$ cat config.mk
export PLATFORM = sky130hd
export DESIGN_NAME = ptw_walker
export DESIGN_NICKNAME = d
export VERILOG_FILES = /design/src/rtl/ptw_pkg.sv /design/src/rtl/ptw_remap.sv /design/src/rtl/ptw_desc_decode.sv /design/src/rtl/ptw_perm.sv /design/src/rtl/ptw_walker.sv
export SDC_FILE = /design/constraint.sdc
export NUM_CORES = 1
export LEC_CHECK = 0
export CAP_MARGIN = 20
export CORE_ASPECT_RATIO = 1.75
export CORE_UTILIZATION = 45
export CTS_CLUSTER_DIAMETER = 50
export DETAILED_ROUTE_END_ITERATION = 10
export GPL_ROUTABILITY_DRIVEN = 0
export PLACE_DENSITY = 0.8
export SETUP_SLACK_MARGIN = 0.3
export SLEW_MARGIN = 20
export SYNTH_ARGS = -nofsm -noshare
export SYNTH_HDL_FRONTEND = slang
export SYNTH_HIERARCHICAL = 1
export SYNTH_SLANG_ARGS = --single-unit
$ cat constraint.sdc
create_clock -name clk -period 4.5 [get_ports clk]
set_clock_uncertainty 0.2 [all_clocks]
set_input_delay 1.125 -clock clk [delete_from_list [all_inputs] [get_ports clk]]
set_output_delay 1.125 -clock clk [all_outputs]
set_load 0.01 [all_outputs]
$ cat src/rtl/ptw_pkg.sv
package ptw_pkg;
    localparam int AW      = 32;
    localparam int L1_IDX  = 20;  // section / first-level index boundary
    localparam int TB_LSB  = 14;  // first-level table alignment
    localparam int TBW     = AW - TB_LSB;
    localparam int LARGE_B = 16;
    localparam int SMALL_B = 12;
    localparam int TINY_B  = 10;

    typedef enum logic [2:0] {
        ST_IDLE, ST_L1_REQ, ST_L1_WAIT, ST_L2_REQ, ST_L2_WAIT, ST_DONE, ST_FAULT
    } st_t;

    typedef enum logic [1:0] {
        SZ_SECTION = 2'd0, SZ_LARGE = 2'd1, SZ_SMALL = 2'd2, SZ_TINY = 2'd3
    } size_t;

    typedef enum logic [1:0] {
        FK_NONE = 2'd0, FK_XLAT1 = 2'd1, FK_XLAT2 = 2'd2, FK_PERM = 2'd3
    } fkind_t;

    typedef struct packed {
        st_t             st;
        logic [AW-1:0]   mva;
        logic [AW-1:0]   maddr;
        logic [AW-1:0]   pa;
        logic            user;
        logic            wr;
        size_t           size;
        logic [1:0]      ap;
        fkind_t          fk;
        logic            flvl;
    } walk_t;
endpackage

$ cat src/rtl/ptw_remap.sv
module ptw_remap
    import ptw_pkg::*;
#(
    parameter int PID_W = 7
) (
    input  logic [AW-1:0]    va,
    input  logic [PID_W-1:0] pid,
    output logic [AW-1:0]    mva
);
    localparam int HI = AW - PID_W;

    always_comb begin
        if (va[AW-1:HI] == '0) mva = {pid, va[HI-1:0]};
        else                   mva = va;
    end
endmodule

$ cat src/rtl/ptw_desc_decode.sv
module ptw_desc_decode
    import ptw_pkg::*;
(
    input  logic          lvl2,
    input  logic [AW-1:0] desc,
    input  logic [AW-1:0] mva,
    output logic          is_fault,
    output logic          is_leaf,
    output logic [AW-1:0] next_addr,
    output logic [AW-1:0] pa,
    output size_t         size,
    output logic [1:0]    ap
);
    function automatic logic [AW-1:0] join_at(input logic [AW-1:0] hi_src,
                                              input logic [AW-1:0] lo_src,
                                              input int unsigned   b);
        logic [AW-1:0] m;
        m = (AW'(1) << b) - AW'(1);
        return (hi_src & ~m) | (lo_src & m);
    endfunction

    logic [1:0] typ;
    assign typ = desc[1:0];

    always_comb begin
        is_fault  = (typ == 2'b00);
        is_leaf   = 1'b0;
        size      = SZ_SECTION;
        ap        = desc[11:10];
        pa        = join_at(desc, mva, L1_IDX);
        next_addr = '0;
        if (!lvl2) begin
            is_leaf = (typ == 2'b10);
            if (typ == 2'b01)
                next_addr = {desc[AW-1:10], mva[19:12], 2'b00};
            else
                next_addr = {desc[AW-1:12], mva[19:10], 2'b00};
        end else begin
            is_leaf = 1'b1;
            ap      = desc[5:4];
            case (typ)
                2'b01:   begin size = SZ_LARGE; pa = join_at(desc, mva, LARGE_B); end
                2'b10:   begin size = SZ_SMALL; pa = join_at(desc, mva, SMALL_B); end
                default: begin size = SZ_TINY;  pa = join_at(desc, mva, TINY_B);  end
            endcase
        end
    end
endmodule

$ cat src/rtl/ptw_perm.sv
module ptw_perm (
    input  logic [1:0] ap,
    input  logic       user,
    input  logic       wr,
    output logic       ok
);
    always_comb begin
        case (ap)
            2'b11:   ok = 1'b1;
            2'b10:   ok = !user || !wr;
            2'b01:   ok = !user;
            default: ok = 1'b0;
        endcase
    end
endmodule

$ cat src/rtl/ptw_walker.sv
module ptw_walker
    import ptw_pkg::*;
#(
    parameter int PID_W = 7
) (
    input  logic             clk,
    input  logic             rst_n,
    input  logic             req_valid,
    input  logic [31:0]      req_va,
    input  logic             req_user,
    input  logic             req_write,
    input  logic [PID_W-1:0] pid,
    input  logic [TBW-1:0]   tbl_base,
    output logic             busy,
    output logic             mem_req_valid,
    output logic [31:0]      mem_req_addr,
    input  logic             mem_rsp_valid,
    input  logic [31:0]      mem_rsp_data,
    output logic             fill_valid,
    output logic [31:0]      fill_mva,
    output logic [31:0]      fill_pa,
    output logic [1:0]       fill_size,
    output logic [1:0]       fill_ap,
    output logic             fault_valid,
    output logic [1:0]       fault_kind,
    output logic             fault_level,
    output logic [31:0]      fault_addr
);
    walk_t r_q, r_d;

    logic [AW-1:0] mva_in;
    logic          dec_fault, dec_leaf, perm_ok, in_l2;
    logic [AW-1:0] dec_next, dec_pa;
    size_t         dec_size;
    logic [1:0]    dec_ap;

    ptw_remap #(.PID_W(PID_W)) i_remap (.va(req_va), .pid(pid), .mva(mva_in));

    assign in_l2 = (r_q.st == ST_L2_WAIT);

    ptw_desc_decode i_dec (
        .lvl2(in_l2), .desc(mem_rsp_data), .mva(r_q.mva),
        .is_fault(dec_fault), .is_leaf(dec_leaf), .next_addr(dec_next),
        .pa(dec_pa), .size(dec_size), .ap(dec_ap)
    );

    ptw_perm i_perm (.ap(dec_ap), .user(r_q.user), .wr(r_q.wr), .ok(perm_ok));

    always_comb begin
        r_d = r_q;
        case (r_q.st)
            ST_IDLE: if (req_valid) begin
                r_d.mva   = mva_in;
                r_d.user  = req_user;
                r_d.wr    = req_write;
                r_d.maddr = {tbl_base, mva_in[AW-1:L1_IDX], 2'b00};
                r_d.fk    = FK_NONE;
                r_d.st    = ST_L1_REQ;
            end
            ST_L1_REQ: r_d.st = ST_L1_WAIT;
            ST_L2_REQ: r_d.st = ST_L2_WAIT;
            ST_L1_WAIT, ST_L2_WAIT: if (mem_rsp_valid) begin
                r_d.flvl = in_l2;
                if (dec_fault) begin
                    r_d.fk = in_l2 ? FK_XLAT2 : FK_XLAT1;
                    r_d.st = ST_FAULT;
                end else if (dec_leaf) begin
                    r_d.pa   = dec_pa;
                    r_d.size = dec_size;
                    r_d.ap   = dec_ap;
                    if (perm_ok) r_d.st = ST_DONE;
                    else begin
                        r_d.fk = FK_PERM;
                        r_d.st = ST_FAULT;
                    end
                end else begin
                    r_d.maddr = dec_next;
                    r_d.st    = ST_L2_REQ;
                end
            end
            default: r_d.st = ST_IDLE;
        endcase
    end

    always_ff @(posedge clk) begin
        if (!rst_n) r_q <= '0;
        else        r_q <= r_d;
    end

    assign busy          = (r_q.st != ST_IDLE);
    assign mem_req_valid = (r_q.st == ST_L1_REQ) || (r_q.st == ST_L2_REQ);
    assign mem_req_addr  = r_q.maddr;
    assign fill_valid    = (r_q.st == ST_DONE);
    assign fill_mva      = r_q.mva;
    assign fill_pa       = r_q.pa;
    assign fill_size     = r_q.size;
    assign fill_ap       = r_q.ap;
    assign fault_valid   = (r_q.st == ST_FAULT);
    assign fault_kind    = r_q.fk;
    assign fault_level   = r_q.flvl;
    assign fault_addr    = r_q.mva;

    a_r2_req_pulse: assert property (@(posedge clk) disable iff (!rst_n)
        mem_req_valid |=> !mem_req_valid);
    a_r11_accept: assert property (@(posedge clk) disable iff (!rst_n)
        (!busy && req_valid) |=> (busy && mem_req_valid));
    a_r10_release: assert property (@(posedge clk) disable iff (!rst_n)
        (fill_valid || fault_valid) |=> !busy);
    a_r4_section_offset: assert property (@(posedge clk) disable iff (!rst_n)
        (fill_valid && fill_size == 2'd0) |-> (fill_pa[19:0] == fill_mva[19:0]));
    a_r8_small_offset: assert property (@(posedge clk) disable iff (!rst_n)
        (fill_valid && fill_size == 2'd2) |-> (fill_pa[11:0] == fill_mva[11:0]));
    a_r3_level_one: assert property (@(posedge clk) disable iff (!rst_n)
        (fault_valid && fault_kind == 2'd1) |-> !fault_level);
    a_r12_hold: assert property (@(posedge clk) disable iff (!rst_n)
        (busy && !mem_req_valid && !mem_rsp_valid && !fill_valid && !fault_valid)
        |=> ($stable(mem_req_addr) && !mem_req_valid));
endmodule

=== Word-level counts from Yosys, hierarchy flattened ===
Index checks and enable logic that the tools add are counted.

* Register bits: 108
* Output and inout bits: 139
* Word-level logic and storage cells: 76

* Equality and inequality tests: 17
* Mux-type cells: 28
* Bitwise logic cells: 5
* Reduce and logical (&&, ||, !) cells: 16

{| class="wikitable"
|+ Operators with widths
! operator !! count
|-
| $mux W32 || 5
|-
| $mux W64 || 2
|-
| $pmux W32 S2 || 2
|-
| $mux W67 || 1
|-
| $or A32 B10 Y32 || 1
|-
| $or A32 B12 Y32 || 1
|-
| $or A32 B16 Y32 || 1
|-
| $or A32 B20 Y32 || 1
|-
| $mux W2 || 8
|-
| $mux W12 || 1
|-
| $mux W3 || 4
|-
| $pmux W3 S4 || 1
|-
| $reduce_and A5 Y1 || 2
|-
| $eq A3 B3 Y1 const B || 3
|-
| $ne A2 B2 Y1 const B || 4
|-
| $pmux W2 S2 || 2
|-
| $logic_not A7 Y1 || 1
|-
| $eq A2 B2 Y1 const B || 3
|-
| $eq A3 B2 Y1 const B || 2
|-
| $ne A3 B3 Y1 const B || 2
|-
| $reduce_and A2 Y1 || 3
|-
| $eq A2 B1 Y1 const B || 2
|-
| $reduce_and A4 Y1 || 1
|-
| $eq A3 B1 Y1 const B || 1
|-
| other kinds (10) || 12
|}

=== Longest topological paths before layout ===
Gate-level depths: netlist of run 1.

* Depth after elaboration: 9
* Depth in mapped cells: 12

=== Cells and area by module ===
The synthesis of run 1 kept the hierarchy.

{| class="wikitable"
|+ By module, submodules not included
! module !! instances !! cells an instance !! area each (sq um)
|-
| ptw_walker || 1 || 762 || 6,160.9
|-
| ptw_desc_decode || 1 || 101 || 681.9
|-
| ptw_remap || 1 || 43 || 311.5
|-
| ptw_perm || 1 || 3 || 26.3
|}

=== Worst setup path after synthesis of run 1 ===
OpenSTA, ideal clock, no wires.

* Kind: input -> register
* From: input port mem_rsp_data[0]
* To: register r_q (netlist bit mem_req_addr[15])
* Setup time: 131 ps
* Arrival: 2,515 ps
* Data required time: 4,169 ps
* Path slack: 1,654 ps
* Stages: 9
* Cell sequence: inv_1 ha_1 or2_1 buf_2 nand2b_1 a31oi_1 o21a_1 buf_2 a21oi_1

* Cells in the longest elaborated chain, start to end: 4

{| class="wikitable"
|+ Ends and longest elaborated chain
! element !! line !! RTL
|-
| from (decl) || ptw_walker.sv:18 || <nowiki>input logic [31:0] mem_rsp_data,</nowiki>
|-
| $eq A2 B2 Y1 || ptw_desc_decode.sv:33 || <nowiki>is_leaf = (typ == 2'b10);</nowiki>
|-
| $mux W1 || ptw_desc_decode.sv:32 || <nowiki>if (!lvl2) begin</nowiki>
|-
| net dec_leaf || ptw_walker.sv:32 || <nowiki>logic dec_fault, dec_leaf, perm_ok, in_l2;</nowiki>
|-
| $ne A2 B2 Y1 (no line) || - ||
|-
| $reduce_and A5 Y1 (no line) || - ||
|-
| to (signal assigned) || ptw_walker.sv:87 || <nowiki>else r_q <= r_d;</nowiki>
|-
| to (decl) || ptw_walker.sv:29 || <nowiki>walk_t r_q, r_d;</nowiki>
|}

The timed path passes the listed nets, and every way through them passes these cells.
A chain may end at the register's enable or synchronous reset.

=== Worst setup path after layout of run 1 ===
* From: input port mem_rsp_data[0]
* To: register r_q (netlist bit mem_req_addr[8])

The elaborated chain is that of the path after synthesis.

==> report_table.html, run 1 <==
<table>
<tr><th>Metric</th><th>Value</th></tr>
<tr><th colspan="2">Outcome</th></tr>
<tr><td>Status</td><td>finished, final reports clean</td></tr>
<tr><th colspan="2">Timing</th></tr>
<tr><td>Final-report hold violation count</td><td>0</td></tr>
<tr><td>Share of the clock period used by the worst path</td><td>76.4%</td></tr>
<tr><td>Final TNS setup</td><td>0 ns</td></tr>
<tr><td>Least setup slack across all paths after layout</td><td>1.06 ns</td></tr>
<tr><td>Worst rel slew slack</td><td>32.5%</td></tr>
<tr><td>Pins over their slew limit</td><td>0</td></tr>
<tr><td>Worst Hold Slack</td><td>0.252 ns</td></tr>
<tr><td>Maximum clock frequency</td><td>between 200 and 300 MHz</td></tr>
<tr><td>Actual transition at the worst max-transition pin</td><td>1.01 ns</td></tr>
<tr><td>Final setup viols</td><td>0</td></tr>
<tr><td>Final critical-path required period</td><td>3.44 ns</td></tr>
<tr><td>RSZ-0062 raised after global routing</td><td>false</td></tr>
<tr><th colspan="2">Job</th></tr>
<tr><td>Maxcap violations</td><td>0</td></tr>
<tr><th colspan="2">Pwr</th></tr>
<tr><td>VDD IR max</td><td>177 uV</td></tr>
<tr><td>Cell Pwr Density</td><td>approximately 330 nW/um^2</td></tr>
<tr><td>Reported leakage power</td><td>2.98 nW</td></tr>
<tr><td>Final Power</td><td>around 2.8 mW</td></tr>
<tr><th colspan="2">Worst setup path</th></tr>
<tr><td>Setup crit end kind</td><td>flop</td></tr>
<tr><td>Bufs and invs on worst path</td><td>3</td></tr>
<tr><td>CP Class</td><td>in2reg</td></tr>
<tr><td>Maximum fanout along the worst path</td><td>21</td></tr>
<tr><td>Startpoint types</td><td>input port</td></tr>
<tr><td>Data required time of the worst path</td><td>4.57 ns</td></tr>
<tr><td>Cell-by-cell listing of the critical path</td><td>clkdlybuf4s50_1 -&gt; inv_1 -&gt; ha_1 -&gt; or2_1 -&gt; nor4_4 -&gt; buf_4 -&gt; o311ai_0 -&gt; a21oi_1</td></tr>
<tr><td>Largest incremental delay on the critical path</td><td>0.51 ns</td></tr>
<tr><td>Cell type of the slowest stage on the worst timing path</td><td>clkdlybuf4s50_1</td></tr>
<tr><td>CP arrival</td><td>about 3.5 ns</td></tr>
<tr><td>Cell family with most CP delay</td><td>buffers and inverters</td></tr>
<tr><th colspan="2">Logic synthesis</th></tr>
<tr><td>Synth async-reset ratio</td><td>0%</td></tr>
<tr><td>Avg Inst Size Synth</td><td>between 7 and 8 um^2</td></tr>
<tr><td>Synthesis warning total</td><td>6</td></tr>
<tr><td>Flops &amp; latches, synth</td><td>108</td></tr>
<tr><td>Number of standard cells after synthesis</td><td>909</td></tr>
<tr><td>Summed instance area of the synthesized netlist</td><td>~7000 um^2</td></tr>
<tr><td>Sequential-to-total area share from yosys stat</td><td>a little under a third</td></tr>
<tr><td>Dominant cell by count in the synthesized netlist</td><td>buf_4</td></tr>
<tr><td>Portion of synthesized cell area occupied by the leading cell type</td><td>30.1%</td></tr>
<tr><td>Top cells by instance count after synthesis</td><td>buf_4 (166), nand2_1 (150), dfxtp_1 (108)</td></tr>
<tr><td>Number of synthesized flops with an enable pin</td><td>0</td></tr>
<tr><td>Dominant register cell in the synthesized netlist</td><td>dfxtp_1</td></tr>
<tr><td>Number of distinct library cells after synthesis</td><td>53</td></tr>
<tr><td>Post-synth top area cell</td><td>dfxtp_1</td></tr>
<tr><td>Largest cells by area after synthesis</td><td>dfxtp_1 (30%), buf_4 (17%), nand2_1 (7.8%)</td></tr>
<tr><th colspan="2">Final layout</th></tr>
<tr><td>Layout cell share with drive strength beyond 1</td><td>7.62%</td></tr>
<tr><td># nets final</td><td>1014</td></tr>
<tr><td>Post-layout instance count excluding filler cells</td><td>1106</td></tr>
<tr><td>Area grow syn2layout</td><td>18.2%</td></tr>
<tr><td>Final design instance area without fill</td><td>8490 um^2</td></tr>
<tr><td>Final core occ</td><td>54.9%</td></tr>
<tr><th colspan="2">Routing</th></tr>
<tr><td># DRC</td><td>0</td></tr>
<tr><td>Mean number of vias per cell</td><td>~5.4</td></tr>
<tr><td>Vias</td><td>6010</td></tr>
<tr><td>Number of antenna-violating nets in the routed design</td><td>0</td></tr>
<tr><td>Total iterations of the first detailed-routing run</td><td>5</td></tr>
<tr><td>Count of routing violations after the opening detailed-route iteration</td><td>305</td></tr>
<tr><td>Drt total wl</td><td>19600 um</td></tr>
<tr><td>Final routed wire length divided by cell count</td><td>between 15 and 20 um</td></tr>
<tr><th colspan="2">Global route</th></tr>
<tr><td>Overflow left after global routing</td><td>0</td></tr>
<tr><td>Pin count of the biggest net entering global routing</td><td>between 100 and 150</td></tr>
<tr><td>Overall routing resource usage</td><td>23.0%</td></tr>
<tr><td>Initial antenna violation count</td><td>1</td></tr>
<tr><td>Vias in the first global route</td><td>5675</td></tr>
<tr><td>First-pass GRT wire length</td><td>30400 um</td></tr>
<tr><th colspan="2">Floorplan</th></tr>
<tr><td>Area of the core</td><td>between 15000 and 20000 um^2</td></tr>
<tr><td>Die Span Y</td><td>approximately 170 um</td></tr>
<tr><td>Die ar.</td><td>16500 um^2</td></tr>
<tr><td>Core Rows</td><td>60</td></tr>
<tr><td>Number of placed I/O pins</td><td>approximately 230</td></tr>
<tr><td>Initial cell density of the core</td><td>a little under half</td></tr>
<tr><td>Die width</td><td>~97 um</td></tr>
<tr><th colspan="2">Clocking</th></tr>
<tr><td>Latest clock arrival within the worst-skew pair</td><td>0.34 ns</td></tr>
<tr><td>Clock tree root buffer cell</td><td>clkbuf_16</td></tr>
<tr><td>Buffer levels on the longest clock path</td><td>2</td></tr>
<tr><td>H-tree Lvls</td><td>3</td></tr>
<tr><td>Sinks on Clock Net</td><td>108</td></tr>
<tr><td>CTS tree</td><td>yes</td></tr>
<tr><td>Hold buffer count at cts</td><td>0</td></tr>
<tr><td>Total CTS buffers</td><td>9</td></tr>
<tr><td>Clock transition time at the flip-flop clock pins of the worst setup and hold paths</td><td>0.07 ns</td></tr>
<tr><td>Post-cts repair resize count</td><td>0</td></tr>
<tr><td>Setup bufs post-CTS</td><td>0</td></tr>
<tr><th colspan="2">Placed design</th></tr>
<tr><td>Post-placement cell area</td><td>8190 um^2</td></tr>
<tr><td>DP Cell Count</td><td>1089</td></tr>
<tr><td>Placement Setup Slack</td><td>between 0.7 and 0.8 ns</td></tr>
<tr><td>Final HPWL from detailed placement</td><td>13900 um</td></tr>
<tr><td>Number of I/O port buffers</td><td>~230</td></tr>
<tr><th colspan="2">Worst hold path</th></tr>
<tr><td>Hold/Removal Path Class</td><td>reg2reg</td></tr>
</table>
[sequential cells by signal, indices dropped and copies added, names as in the netlist]
signal / cells
r_q: 5
fill_pa: 32
mem_req_addr: 32
fill_ap: 2
fill_size: 2
fault_kind: 2
fault_level: 1
fault_addr: 32
[cells by family (layout without fill, tap and decap cells)]
family	Yosys count	in the layout	synth area share, %
fa+ha+maj	5	5	0.871
other cells	1	3	0.0522
simple gates	255	255	15.6
mux	19	19	2.77
compound gates	228	228	25.4
xor+xnor	1	1	0.122
buf+inv	292	301	25.1
flops	108	108	30.1
[metal layers]
metal / up-vias / track usage (%) / wire [um]
met2: 223 / 40.4 / 9870
met5: - / 0 / 0
met3: 39 / 4.54 / 1130
met4: 0 / 11.7 / 844
met1: 2828 / 26.3 / 7710
li1: 2920 / - / -
[final cells by class]
cell class                 instances  area (um^2)
timing repair buffer             242         2380
antenna                            1         2.50
clock buffer                      10          239
fill                            1424         6980
sequential                       108         2160
clock inverter                     6         53.8
tap                              186          233
inverter                          43          161
multi-input combinational        510         3250
[worst min-delay path: cells and delay by family (launching register included)]
kind	cells	cell delay [ns]
simple gates	1	0.05
compound gates	1	0.05
flops	1	0.31
[path summary, 6_finish.rpt]
kind,start,end,slack [ns],depth (start not counted)
worst max-delay path,mem_rsp_data[0],mem_req_addr[8],1.06,8
worst min-delay path,fill_pa[13],fill_pa[13],0.25,2
worst max register to register,r_q[106],fault_kind[0],1.10,9
worst min register to register,fill_pa[13],fill_pa[13],0.25,2
[where the power goes]
| group | switching, mW | leakage, nW | internal, mW |
|---|---|---|---|
| clock | 0.379 | 0.142 | 0.402 |
| combinational | 0.440 | 1.96 | 0.452 |
| sequential | 0.0956 | 0.882 | 1.04 |
[cell usage in the layout (no fill, tap or decap), drive strengths merged, types with 2 or more instances in the layout]
master,instances
a21boi,73
a21oi,33
a22oi,31
a31o,3
a32o,4
a32oi,31
a41o,4
and2,2
and3,3
buf,16
clkbuf,10
clkdlybuf4s50,226
conb,2
dfxtp,108
ha,5
inv,47
mux2,7
mux2i,12
nand2,150
nand2b,7
nand3,3
nand3b,2
nor2,51
nor2b,28
nor3,3
nor3b,2
nor4,2
o21ai,5
o221ai,2
o2bb2ai,2
o311ai,30
o31ai,3
Power figures use the tool's default switching activity.
==> inputs of run 2 (changes only) <==
--- a/config.mk
+++ b/config.mk
@@ -7,7 +7,7 @@
 export LEC_CHECK = 0
 export CAP_MARGIN = 20
 export CORE_ASPECT_RATIO = 1.75
-export CORE_UTILIZATION = 45
+export CORE_UTILIZATION = 43
 export CTS_CLUSTER_DIAMETER = 50
 export DETAILED_ROUTE_END_ITERATION = 10
 export GPL_ROUTABILITY_DRIVEN = 0
==> constraint.sdc (replaced) <==
create_clock -name clk -period 3.1 [get_ports clk]
set_clock_uncertainty 0.2 [all_clocks]
set_input_delay 0.775 -clock clk [delete_from_list [all_inputs] [get_ports clk]]
set_output_delay 0.775 -clock clk [all_outputs]
set_load 0.01 [all_outputs]
==> report_table.html, run 2 (synthesized netlist as in run 1, its figures left out) <==
<table>
<tr><th>Metric</th><th>Value</th></tr>
<tr><th colspan="2">Outcome</th></tr>
<tr><td>Status</td><td>finished, final reports clean (unchanged)</td></tr>
<tr><th colspan="2">Final layout</th></tr>
<tr><td>Most common library cell in the layout ignoring fill and taps</td><td>clkdlybuf4s50_1 (unchanged)</td></tr>
<tr><td>Top library cells by usage in the layout, fill and taps aside</td><td>clkdlybuf4s50_1 (225), nand2_1 (150), dfxtp_1 (107) (was clkdlybuf4s50_1 (226), nand2_1 (150), dfxtp_1 (108))</td></tr>
<tr><td># nets final</td><td>1034 (was 1014)</td></tr>
<tr><td>Layout cell share with drive strength beyond 1</td><td>10.0% (was 7.62%)</td></tr>
<tr><td>Post-layout instance count excluding filler cells</td><td>1164 (was 1106)</td></tr>
<tr><td>Fillers</td><td>1489 (was 1424)</td></tr>
<tr><td>Area of the multi-input gates</td><td>3270 um^2 (was 3250 um^2)</td></tr>
<tr><td>Area occupied by registers</td><td>2160 um^2 (about the same)</td></tr>
<tr><td>Final design instance area without fill</td><td>8820 um^2 (was 8490 um^2)</td></tr>
<tr><td>Area grow syn2layout</td><td>22.9% (was 18.2%)</td></tr>
<tr><td>Final core occ</td><td>53.9% (was 54.9%)</td></tr>
<tr><th colspan="2">Worst setup path</th></tr>
<tr><td>Startpoint types</td><td>flop (was input port)</td></tr>
<tr><td>Setup crit end kind</td><td>primary output (was flop)</td></tr>
<tr><td>Data required time of the worst path</td><td>2.12 ns (was 4.57 ns)</td></tr>
<tr><td>CP arrival</td><td>1.74 ns (was 3.51 ns)</td></tr>
<tr><td>Maximum fanout along the worst path</td><td>22 (was 21)</td></tr>
<tr><td>CP Class</td><td>reg2out (was in2reg)</td></tr>
<tr><th colspan="2">Routing</th></tr>
<tr><td>Drt total wl</td><td>20300 um (was 19600 um)</td></tr>
<tr><td>Mean number of vias per cell</td><td>5.30 (was 5.43)</td></tr>
<tr><td>Count of routing violations after the opening detailed-route iteration</td><td>307 (was 305)</td></tr>
<tr><td>Vias</td><td>6166 (was 6010)</td></tr>
<tr><td>Final routed wire length divided by cell count</td><td>17.4 um (was 17.7 um)</td></tr>
<tr><td># DRC</td><td>0 (unchanged)</td></tr>
<tr><td>Total iterations of the first detailed-routing run</td><td>5 (unchanged)</td></tr>
<tr><td>Number of antenna-violating nets in the routed design</td><td>0 (unchanged)</td></tr>
<tr><th colspan="2">Timing</th></tr>
<tr><td>Least setup slack across all paths after layout</td><td>0.384 ns (was 1.06 ns)</td></tr>
<tr><td>Maximum clock frequency</td><td>368 MHz</td></tr>
<tr><td>Final critical-path required period</td><td>2.72 ns</td></tr>
<tr><td>Worst Hold Slack</td><td>0.255 ns (was 0.252 ns)</td></tr>
<tr><td>Share of the clock period used by the worst path</td><td>87.6%</td></tr>
<tr><td>Actual transition at the worst max-transition pin</td><td>0.796 ns (was 1.01 ns)</td></tr>
<tr><td>Pins over their slew limit</td><td>0 (unchanged)</td></tr>
<tr><td>Final TNS setup</td><td>0 ns (unchanged)</td></tr>
<tr><td>Worst rel slew slack</td><td>46.9% (was 32.5%)</td></tr>
<tr><td>Final setup viols</td><td>0 (unchanged)</td></tr>
<tr><td>RSZ-0062 raised after global routing</td><td>true (was false)</td></tr>
<tr><td>Final-report hold violation count</td><td>0 (unchanged)</td></tr>
<tr><th colspan="2">Clocking</th></tr>
<tr><td>Latest clock arrival within the worst-skew pair</td><td>0.35 ns (was 0.34 ns)</td></tr>
<tr><td>Total CTS buffers</td><td>9 (unchanged)</td></tr>
<tr><td>H-tree Lvls</td><td>3 (unchanged)</td></tr>
<tr><td>CTS tree</td><td>yes (unchanged)</td></tr>
<tr><td>Sinks on Clock Net</td><td>108 (unchanged)</td></tr>
<tr><td>Buffer levels on the longest clock path</td><td>2 (unchanged)</td></tr>
<tr><td>Clock tree root buffer cell</td><td>clkbuf_16 (unchanged)</td></tr>
<tr><td>Clock transition time at the flip-flop clock pins of the worst setup and hold paths</td><td>0.08 ns (was 0.07 ns)</td></tr>
<tr><th colspan="2">Floorplan</th></tr>
<tr><td>Die Span Y</td><td>173 um (was 169 um)</td></tr>
<tr><td>Die width</td><td>99.7 um (was 97.5 um)</td></tr>
<tr><td>Area of the core</td><td>16400 um^2 (was 15500 um^2)</td></tr>
<tr><td>Initial cell density of the core</td><td>43.9% (was 46.4%)</td></tr>
<tr><td>Die ar.</td><td>17200 um^2 (was 16500 um^2)</td></tr>
<tr><td>Core Rows</td><td>62 (was 60)</td></tr>
<tr><td>Number of placed I/O pins</td><td>234 (unchanged)</td></tr>
<tr><th colspan="2">Global route</th></tr>
<tr><td>First-pass GRT wire length</td><td>31100 um (was 30400 um)</td></tr>
<tr><td>Vias in the first global route</td><td>5861 (was 5675)</td></tr>
<tr><td>Initial antenna violation count</td><td>1 (unchanged)</td></tr>
<tr><td>Overall routing resource usage</td><td>22.9% (was 23.0%)</td></tr>
<tr><td>Overflow left after global routing</td><td>0 (unchanged)</td></tr>
<tr><td>Pin count of the biggest net entering global routing</td><td>86 (was 113)</td></tr>
<tr><th colspan="2">Pwr</th></tr>
<tr><td>VDD IR max</td><td>265 uV (was 177 uV)</td></tr>
<tr><td>Reported leakage power</td><td>3.14 nW (was 2.98 nW)</td></tr>
<tr><td>Final Power</td><td>4.38 mW (was 2.81 mW)</td></tr>
<tr><td>Cell Pwr Density</td><td>496 nW/um^2 (was 331 nW/um^2)</td></tr>
<tr><th colspan="2">Worst hold path</th></tr>
<tr><td>Hold/Removal Path Class</td><td>reg2reg (unchanged)</td></tr>
<tr><th colspan="2">Placed design</th></tr>
<tr><td>DP Cell Count</td><td>1140 (was 1089)</td></tr>
<tr><td>Placement Setup Slack</td><td>0.0391 ns (was 0.762 ns)</td></tr>
<tr><td>Number of I/O port buffers</td><td>227 (unchanged)</td></tr>
<tr><td>Post-placement cell area</td><td>8370 um^2 (was 8190 um^2)</td></tr>
<tr><td>Final HPWL from detailed placement</td><td>14500 um (was 13900 um)</td></tr>
<tr><th colspan="2">Job</th></tr>
<tr><td>Maxcap violations</td><td>0 (unchanged)</td></tr>
</table>
[run 2: cell count changes in the layout (fill, tap and decap cells not counted), moves of 3 or more]
cell / change
buf_12: +3
buf_4: +9
buf_6: +4
bufinv_16: +3
[run 2: cell type report]
| cell class | count | area share (%) |
|---|---|---|
| inverter | 43 | 1.83 |
| antenna | 1 | 0.0284 |
| clock inverter | 5 | 1.22 |
| tap | 224 | 3.18 |
| clock buffer | 11 | 2.64 |
| sequential | 108 | 24.5 |
| timing repair buffer | 262 | 29.5 |
| multi-input combinational | 510 | 37.1 |
[run 2: layer usage]
metal / global-route usage (%) / routed length [um] / part of all wire, % / up-vias
li1: - / - / - / 2966
met1: 26.7 / 7820 / 39 / 2890
met2: 39.5 / 10400 / 51 / 267
met3: 3.96 / 1200 / 5.9 / 43
met4: 11.6 / 848 / 4.2 / 0
met5: 0 / 0 / 0 / -
[run 2: timing repair]
item | in CTS | in global routing
buffers inserted | 0 | 2
pin swaps | 0 | 1
resized for setup | 1 | 13
setup endpoints to repair | 3 | 25
hold buffers | 0 | 0
cloned | 0 | 5
[run 2: worst paths after layout]
kind                     from               to  slack (ns)  depth (start not counted)
setup / recovery     r_q[107]             busy        0.38                          4
hold / removal    fill_pa[19]      fill_pa[19]        0.25                          2
setup reg to reg     r_q[107]  mem_req_addr[7]        0.59                          7
hold reg to reg   fill_pa[19]      fill_pa[19]        0.25                          2
[run 2: power by group]
part / switching (mW) / internal [mW]
Clock: 0.537 / 0.796
Combinational: 0.672 / 0.713
Sequential: 0.143 / 1.51
Total: 1.35 / 3.02
[run 2: worst max-delay path, cell delays in order, from the launching register on]
cell,delay (ns)
dfxtp_1,0.31
buf_4,0.21
nor3_2,0.28
inv_1,0.07
clkdlybuf4s50_1,0.51
